File: config.mk
export PLATFORM = sky130hd
export DESIGN_NAME = pp_pwm_ctrl
export DESIGN_NICKNAME = d
export VERILOG_FILES = /design/src/rtl/pp_pwm_pkg.sv /design/src/rtl/pp_osc.sv /design/src/rtl/pp_blank.sv /design/src/rtl/pp_steer.sv /design/src/rtl/pp_pwm_ctrl.sv
export SDC_FILE = /design/constraint.sdc
export NUM_CORES = 1
export LEC_CHECK = 0
export ABC_AREA = 1
export BUFFER_PORTS_ARGS = -buffer_cell sky130_fd_sc_hd__buf_2
export CORE_MARGIN = 4
export CORE_UTILIZATION = 25
export CTS_CLUSTER_DIAMETER = 200
export DETAILED_ROUTE_END_ITERATION = 7
export PLACE_DENSITY = 0.41
export SLEW_MARGIN = 30
export SYNTH_ARGS = -nofsm -noshare
export SYNTH_HDL_FRONTEND = slang
export SYNTH_HIERARCHICAL = 1
export SYNTH_SLANG_ARGS = --single-unit
File: constraint.sdc
create_clock -name clk -period 4.5 [get_ports clk]
set_clock_uncertainty 0.2 [all_clocks]
set_input_delay 1.125 -clock clk [delete_from_list [all_inputs] [get_ports clk]]
set_output_delay 1.125 -clock clk [all_outputs]
set_load 0.005 [all_outputs]
File: src/rtl/pp_pwm_pkg.sv
package pp_pwm_pkg;

    typedef enum logic [2:0] {
        ST_WAIT    = 3'd0,
        ST_DRIVE_A = 3'd1,
        ST_DRIVE_B = 3'd2,
        ST_HOLD    = 3'd3,
        ST_FAULT   = 3'd4
    } pp_state_t;

    localparam int unsigned NUM_GATES = 2;

endpackage

File: src/rtl/pp_osc.sv
module pp_osc #(
    parameter int PERIOD = 32,
    parameter int CNT_W  = $clog2(PERIOD)
) (
    input  logic             clk,
    input  logic             rst_n,
    input  logic [CNT_W-1:0] clk_len,
    output logic [CNT_W-1:0] cnt,
    output logic             clk_pulse,
    output logic             period_end,
    output logic             window_last
);

    localparam logic [CNT_W-1:0] LAST  = CNT_W'(PERIOD - 1);
    localparam logic [CNT_W-1:0] P_W   = CNT_W'(PERIOD);
    localparam logic [CNT_W-1:0] ONE_W = CNT_W'(1);

    logic [CNT_W-1:0] len_eff;
    logic [CNT_W-1:0] clk_start;

    // clock interval length limited to 1..PERIOD-1
    always_comb begin
        if (clk_len == '0) begin
            len_eff = ONE_W;
        end else if (clk_len > LAST) begin
            len_eff = LAST;
        end else begin
            len_eff = clk_len;
        end
    end

    assign clk_start = P_W - len_eff;

    always_ff @(posedge clk) begin
        if (!rst_n) begin
            cnt <= '0;
        end else if (cnt == LAST) begin
            cnt <= '0;
        end else begin
            cnt <= cnt + ONE_W;
        end
    end

    assign clk_pulse   = (cnt >= clk_start);
    assign period_end  = (cnt == LAST);
    assign window_last = (cnt == (clk_start - ONE_W));

endmodule

File: src/rtl/pp_blank.sv
module pp_blank #(
    parameter int CNT_W = 5
) (
    input  logic [CNT_W-1:0] cnt,
    input  logic [CNT_W-1:0] blank_len,
    input  logic             pwm_trip,
    input  logic             ilim_trip,
    output logic             term_req
);

    logic unmasked;

    // pulses always begin at count 0, so the count is the age of the pulse
    assign unmasked = (cnt >= blank_len);
    assign term_req = unmasked && (pwm_trip || ilim_trip);

endmodule

File: src/rtl/pp_steer.sv
module pp_steer
    import pp_pwm_pkg::*;
(
    input  logic                 clk,
    input  logic                 rst_n,
    input  logic                 period_end,
    input  logic                 window_last,
    input  logic                 term_req,
    input  logic                 oc_trip,
    input  logic                 fault_clr,
    output logic [NUM_GATES-1:0] gate,
    output logic                 fault
);

    pp_state_t state_q, state_d;
    logic      sel_q, sel_d;

    always_ff @(posedge clk) begin
        if (!rst_n) begin
            state_q <= ST_WAIT;
            sel_q   <= 1'b0;
        end else begin
            state_q <= state_d;
            sel_q   <= sel_d;
        end
    end

    always_comb begin
        state_d = state_q;
        sel_d   = sel_q;
        unique case (state_q)
            ST_FAULT: begin
                if (fault_clr && !oc_trip) begin
                    state_d = ST_WAIT;
                    sel_d   = 1'b0;
                end
            end
            ST_WAIT, ST_HOLD: begin
                if (oc_trip) begin
                    state_d = ST_FAULT;
                end else if (period_end) begin
                    state_d = sel_q ? ST_DRIVE_B : ST_DRIVE_A;
                    sel_d   = ~sel_q;
                end
            end
            ST_DRIVE_A, ST_DRIVE_B: begin
                if (oc_trip) begin
                    state_d = ST_FAULT;
                end else if (window_last) begin
                    state_d = ST_WAIT;
                end else if (term_req) begin
                    state_d = ST_HOLD;
                end
            end
            default: begin
                state_d = ST_WAIT;
            end
        endcase
    end

    // Moore outputs, gated without delay by the unblanked overcurrent input
    for (genvar g = 0; g < NUM_GATES; g++) begin : g_lane
        localparam pp_state_t LANE_ST = (g == 0) ? ST_DRIVE_A : ST_DRIVE_B;
        assign gate[g] = (state_q == LANE_ST) && !oc_trip;
    end

    assign fault = (state_q == ST_FAULT);

endmodule

File: src/rtl/pp_pwm_ctrl.sv
module pp_pwm_ctrl
    import pp_pwm_pkg::*;
#(
    parameter int PERIOD = 32,
    parameter int CNT_W  = $clog2(PERIOD)
) (
    input  logic             clk,
    input  logic             rst_n,
    input  logic             pwm_trip,
    input  logic             ilim_trip,
    input  logic             oc_trip,
    input  logic             fault_clr,
    input  logic [CNT_W-1:0] blank_len,
    input  logic [CNT_W-1:0] clk_len,
    output logic             gate_a,
    output logic             gate_b,
    output logic             fault,
    output logic             clk_pulse
);

    logic [CNT_W-1:0]     osc_cnt;
    logic                 period_end;
    logic                 window_last;
    logic                 term_req;
    logic [NUM_GATES-1:0] gate;

    pp_osc #(.PERIOD(PERIOD), .CNT_W(CNT_W)) u_osc (
        .clk         (clk),
        .rst_n       (rst_n),
        .clk_len     (clk_len),
        .cnt         (osc_cnt),
        .clk_pulse   (clk_pulse),
        .period_end  (period_end),
        .window_last (window_last)
    );

    pp_blank #(.CNT_W(CNT_W)) u_blank (
        .cnt       (osc_cnt),
        .blank_len (blank_len),
        .pwm_trip  (pwm_trip),
        .ilim_trip (ilim_trip),
        .term_req  (term_req)
    );

    pp_steer u_steer (
        .clk         (clk),
        .rst_n       (rst_n),
        .period_end  (period_end),
        .window_last (window_last),
        .term_req    (term_req),
        .oc_trip     (oc_trip),
        .fault_clr   (fault_clr),
        .gate        (gate),
        .fault       (fault)
    );

    assign gate_a = gate[0];
    assign gate_b = gate[1];

endmodule

* Yosys cells after proc, flatten, opt, wreduce, memory -nomap -nowiden
Cells that the tools add are included.
** Storage, ports and cells
- Bits in registers :: 9
- Output and inout bits :: 4
- Logic and storage cells :: 50
** Operators by class
- Add/subtract/negate cells :: 3
- $lt $le $gt $ge :: 3
- Equal/unequal tests :: 11
- Mux-type cells :: 14
- Bitwise logic cells :: 2
- Reduce and logical (&&, ||, !) cells :: 14
** Operators with widths (number)
- $mux W3 :: 6
- $ge A5 B5 Y1 :: 2
- $mux W5 :: 2
- $pmux W3 S3 :: 1
- $eq A3 B2 Y1 const B :: 2
- $reduce_or A2 Y1 :: 3
- $add A5 B1 Y5 const B :: 1
- $eq A5 B5 Y1 :: 1
- $eq A5 B5 Y1 const B :: 1
- $gt A5 B5 Y1 const B :: 1
- $logic_not A5 Y1 :: 1
- $sub A1 B5 Y5 const A :: 1
- $sub A5 B1 Y5 const B :: 1
- $logic_and A1 B1 Y1 :: 4
- $ne A2 B2 Y1 const B :: 2
- $ne A4 B4 Y1 const B :: 1
- $reduce_and A4 Y1 :: 1
- $eq A3 B1 Y1 const B :: 1
- $eq A3 B3 Y1 const B :: 1
- $logic_not A3 Y1 :: 1
- $mux W1 :: 3
- $ne A3 B3 Y1 const B :: 1
- $reduce_and A3 Y1 :: 1
- $mux W2 :: 1
- 6 further kinds :: 7

* Longest topological paths before layout
- Word-level depth :: 9
- Gate-level depth with buffers :: 20
- Gate-level depth less buffers :: 20

* Modules after synthesis
Netlist, hierarchy kept.
** Modules (own cells, without submodules)
- pp_osc :: instances 1, cells each 107, area an instance 604.3 sq um, seq. area each 100.1 sq um
- pp_steer :: instances 1, cells each 51, area an instance 335.3 sq um, seq. area each 80.1 sq um
- pp_blank :: instances 1, cells each 26, area an instance 143.9 sq um, seq. area each 0.0 sq um

* Worst setup path before layout
No wires, ideal clock.
- Path kind :: input -> output
- Start point :: input clk_len[1]
- End point :: output clk_pulse
- Arrival :: 2.557 ns
- Path slack :: 0.618 ns
- Stages :: 12
- Cell sequence :: nor2_2 nand2_2 nand2_2 inv_1 ha_1 inv_1 ha_1 a21oi_1 or2_1 nand3_1 nand3_1 nand2_1
** On the way
- Word-level cells in the longest chain between the ends :: 5
- Elaborated cells on any way between the ends :: 6
- Classes of those cells :: add/sub: 1; order compare: 2; mux: 2; reduce/logical: 1
** RTL lines
- start: declaration :: line pp_pwm_ctrl.sv:14 : input logic [CNT_W-1:0] clk_len,
- $gt A5 B5 Y1 :: line pp_osc.sv:25 : end else if (clk_len > LAST) begin
- $mux W5 :: line pp_osc.sv:25
- $mux W5 * :: line pp_osc.sv:23 : if (clk_len == '0) begin
- $sub A1 B5 Y5 * :: line pp_osc.sv:32 : assign clk_start = P_W - len_eff;
- $ge A5 B5 Y1 * :: line pp_osc.sv:44 : assign clk_pulse = (cnt >= clk_start);
- end: declaration :: line pp_pwm_ctrl.sv:18 : output logic clk_pulse
Every way passes the cells marked *; elsewhere a longest branch is shown, timed or not.

* Worst setup path in the final report
- Start point :: input clk_len[2]
- End point :: output clk_pulse
Same word-level chain as after synthesis.

==> results.yml <==
power:
  power_uw: 315
  ir_drop_uv: 67.1
  p_leak_uw: 0.000711
  p_per_area_mw_per_mm2: 247
critical_path:
  cp_max_fo: 5
  r2r_cells: 12
  slowest_stage: "ha_1"
  cp.required_ns: 3.17
  cpPeakStageDelay_ns: 0.30
  rrSetupSlack_ns: 2.58
  critical_path_class: "in -> out"
  r2r-end: "u_steer/state_q[1]"
  worstPathArrival_ns: 2.93
  worst_setup_path_start_kind: "input pin"
  cp_cell_sequence: "buf_2 > nor2_2 > nand2_2 > nand2_2 > inv_1 > ha_1 > inv_1 > ha_1 > a21oi_1 > or2_1 > nand3_1 > nand3_1 > nand2_1 > buf_2"
  rr_startpoint: "u_osc/cnt[0]"
  crit_path_end_kind: "output port"
timing:
  period_needed_ns: 4.26
  max_freq_mhz: 235
  finalSetupTns_ns: 0
  worst_pin_slew_ns: 0.283
  hold_viol: 0
  holdWs_ns: 0.280
  fin_crit_sh: 0.946
  slew_viol_final: 0
  rsz0062_at_grt: "no"
  setup_viol: 0
  slew_headroom: 0.811
die:
  core_region_area_sq_mm: 0.00409
  start_util: 0.265
  dieArea_sq_mm: 0.00545
  die_w_um: 73.8
  die_h_um: 73.8
  num_rows: 23
  ios: 20
clocking:
  holdBufCountCts: 0
  cts-buffers-inserted: 3
  clkSlewWorstSetupHoldPaths_ns: 0.05
  cts_num_sinks: 9
  cts_tree: "built"
  htree_levels: 1
  clock_path_buffers: 2
  worstSkewPairLatency_ns: 0.23
  root_buffer: "clkbuf_8"
  cts_setup_buffers: 0
  cts-resized-gates: 0
yosys:
  synth_edf_count: 0
  syn_avg_cell_area_sq_um: 5.89
  synth_area_leaders: "nand2_1, dfxtp_1, ha_1"
  async_reset_ff_frac: 0
  synthTopCellsByCount: "nand2_1, inv_1, nor2_1"
  synth_top_area_frac: 0.187
  synth_seq_cells: 9
  synth.most_common_cell: "nand2_1"
  synthesis.nets: 212
  yosysTopAreaCell: "nand2_1"
  ys.flop_type: "dfxtp_1"
  syn_area_sq_mm: 0.00108
  ys_types: 21
  synthCells: 184
  ys_seq_area_frac: 0.166
  yosys_warnings: 6
layout:
  fin_nets: 235
  drive_gt1_frac: 0.180
  antennaDiodeCount: 0
  utilization: 0.312
  fin_area_sq_mm: 0.00127
  area_delta_synth_final_pct: 17.7
global_routing:
  grtUsageTotal: 0.100
  grt_pass1_vias: 1053
  grt_max_degree: 10
  grt_pass1_wl_um: 4330
  met2_usage: 0.162
  antenna_found_initial: 0
  top_usage_layer: "met2"
  overflow: 0
  grt.met3_usage: 0.0137
  use_met1: 0.131
placement:
  port_buffers: 19
  gp_congestion: 0.843
  hpwl_um: 2120
  placed_area_sq_mm: 0.00123
detailed_routing:
  wl_per_cell_um: 9.76
  drc: 0
  first_pass_iters: 4
  drtAntennaViolNets: 0
  wl_um: 2500
  avgViaCountPerCell: 4.43
  vias: 1134
  drt_iter0_markers: 49
worst_hold_path:
  whs_path_depth: 2
  worstHoldEndpoint: "u_steer/sel_q"
  hold_class: "reg -> reg"
  min_from: "u_steer/sel_q"
status:
  status: "finished clean"
flow_run:
  max-cap-violations: 0
flip-flops by register name, summed over array words and instances (netlist names):
| signal | count |
|---|---|
| u_steer/sel_q | 1 |
| u_osc/cnt | 5 |
| u_steer/state_q | 3 |
layout by cell type (no fill, tap or decap), drive strengths merged, types with 3 or more instances in the layout:
master  instances
nand3b          4
nor2           26
clkbuf          4
dfxtp           9
nand2          62
nand3          19
a21oi          10
ha             12
inv            34
buf            19
nand4           3
through the flow:
stage                     setup WS (ns)  instances
after floorplan                   0.618        184
after global placement            0.303        252
after detailed placement          0.256        252
after CTS                         0.245        256
after global routing             0.0835        256
final                             0.243        256
worst max-delay path: cells and delay by family:
family	cells	cell delay, ns
fa+ha+maj	2	0.55
buf+inv	4	0.45
compound gates	1	0.13
simple gates	7	0.68
cells by family (layout without fill, tap and decap cells):
family	count (synthesis)	count (layout)	share of synthesized area
AND/OR/NAND/NOR	116	116	0.499
buffers and inverters	35	57	0.128
adder cells (fa/ha/maj)	12	12	0.139
AO/OA/AOI/OAI	12	12	0.0681
flip-flops	9	9	0.166
power by group:
group	internal, uW	total [uW]	switching (uW)
clock	61.8	94.5	32.7
combinational	48.3	124	76.1
sequential	87.4	96.1	8.68
worst max-delay path by stage:
stage,cells past startpoint,startpoint,endpoint
after floorplan,12,clk_len[1],clk_pulse
after global placement,14,clk_len[2],clk_pulse
after detailed placement,14,clk_len[2],clk_pulse
after CTS,14,clk_len[2],clk_pulse
after global routing,14,clk_len[2],clk_pulse
final,14,clk_len[2],clk_pulse
routing by layer:
metal	vias up	wire, um
met5	-	0
met4	0	25
met3	2	110
met2	24	1110
met1	489	1250
li1	619	-
area by class of cell:
| type | instances | area, sq um |
|---|---|---|
| repair buffers | 19 | 95.1 |
| multi-input cells | 140 | 764 |
| fillers | 467 | 2810 |
| clock buffers | 4 | 45.0 |
| inverters | 34 | 128 |
| well taps | 50 | 62.6 |
| flip-flops and latches | 9 | 180 |
No activity file was read; power rests on OpenSTA's default activity.
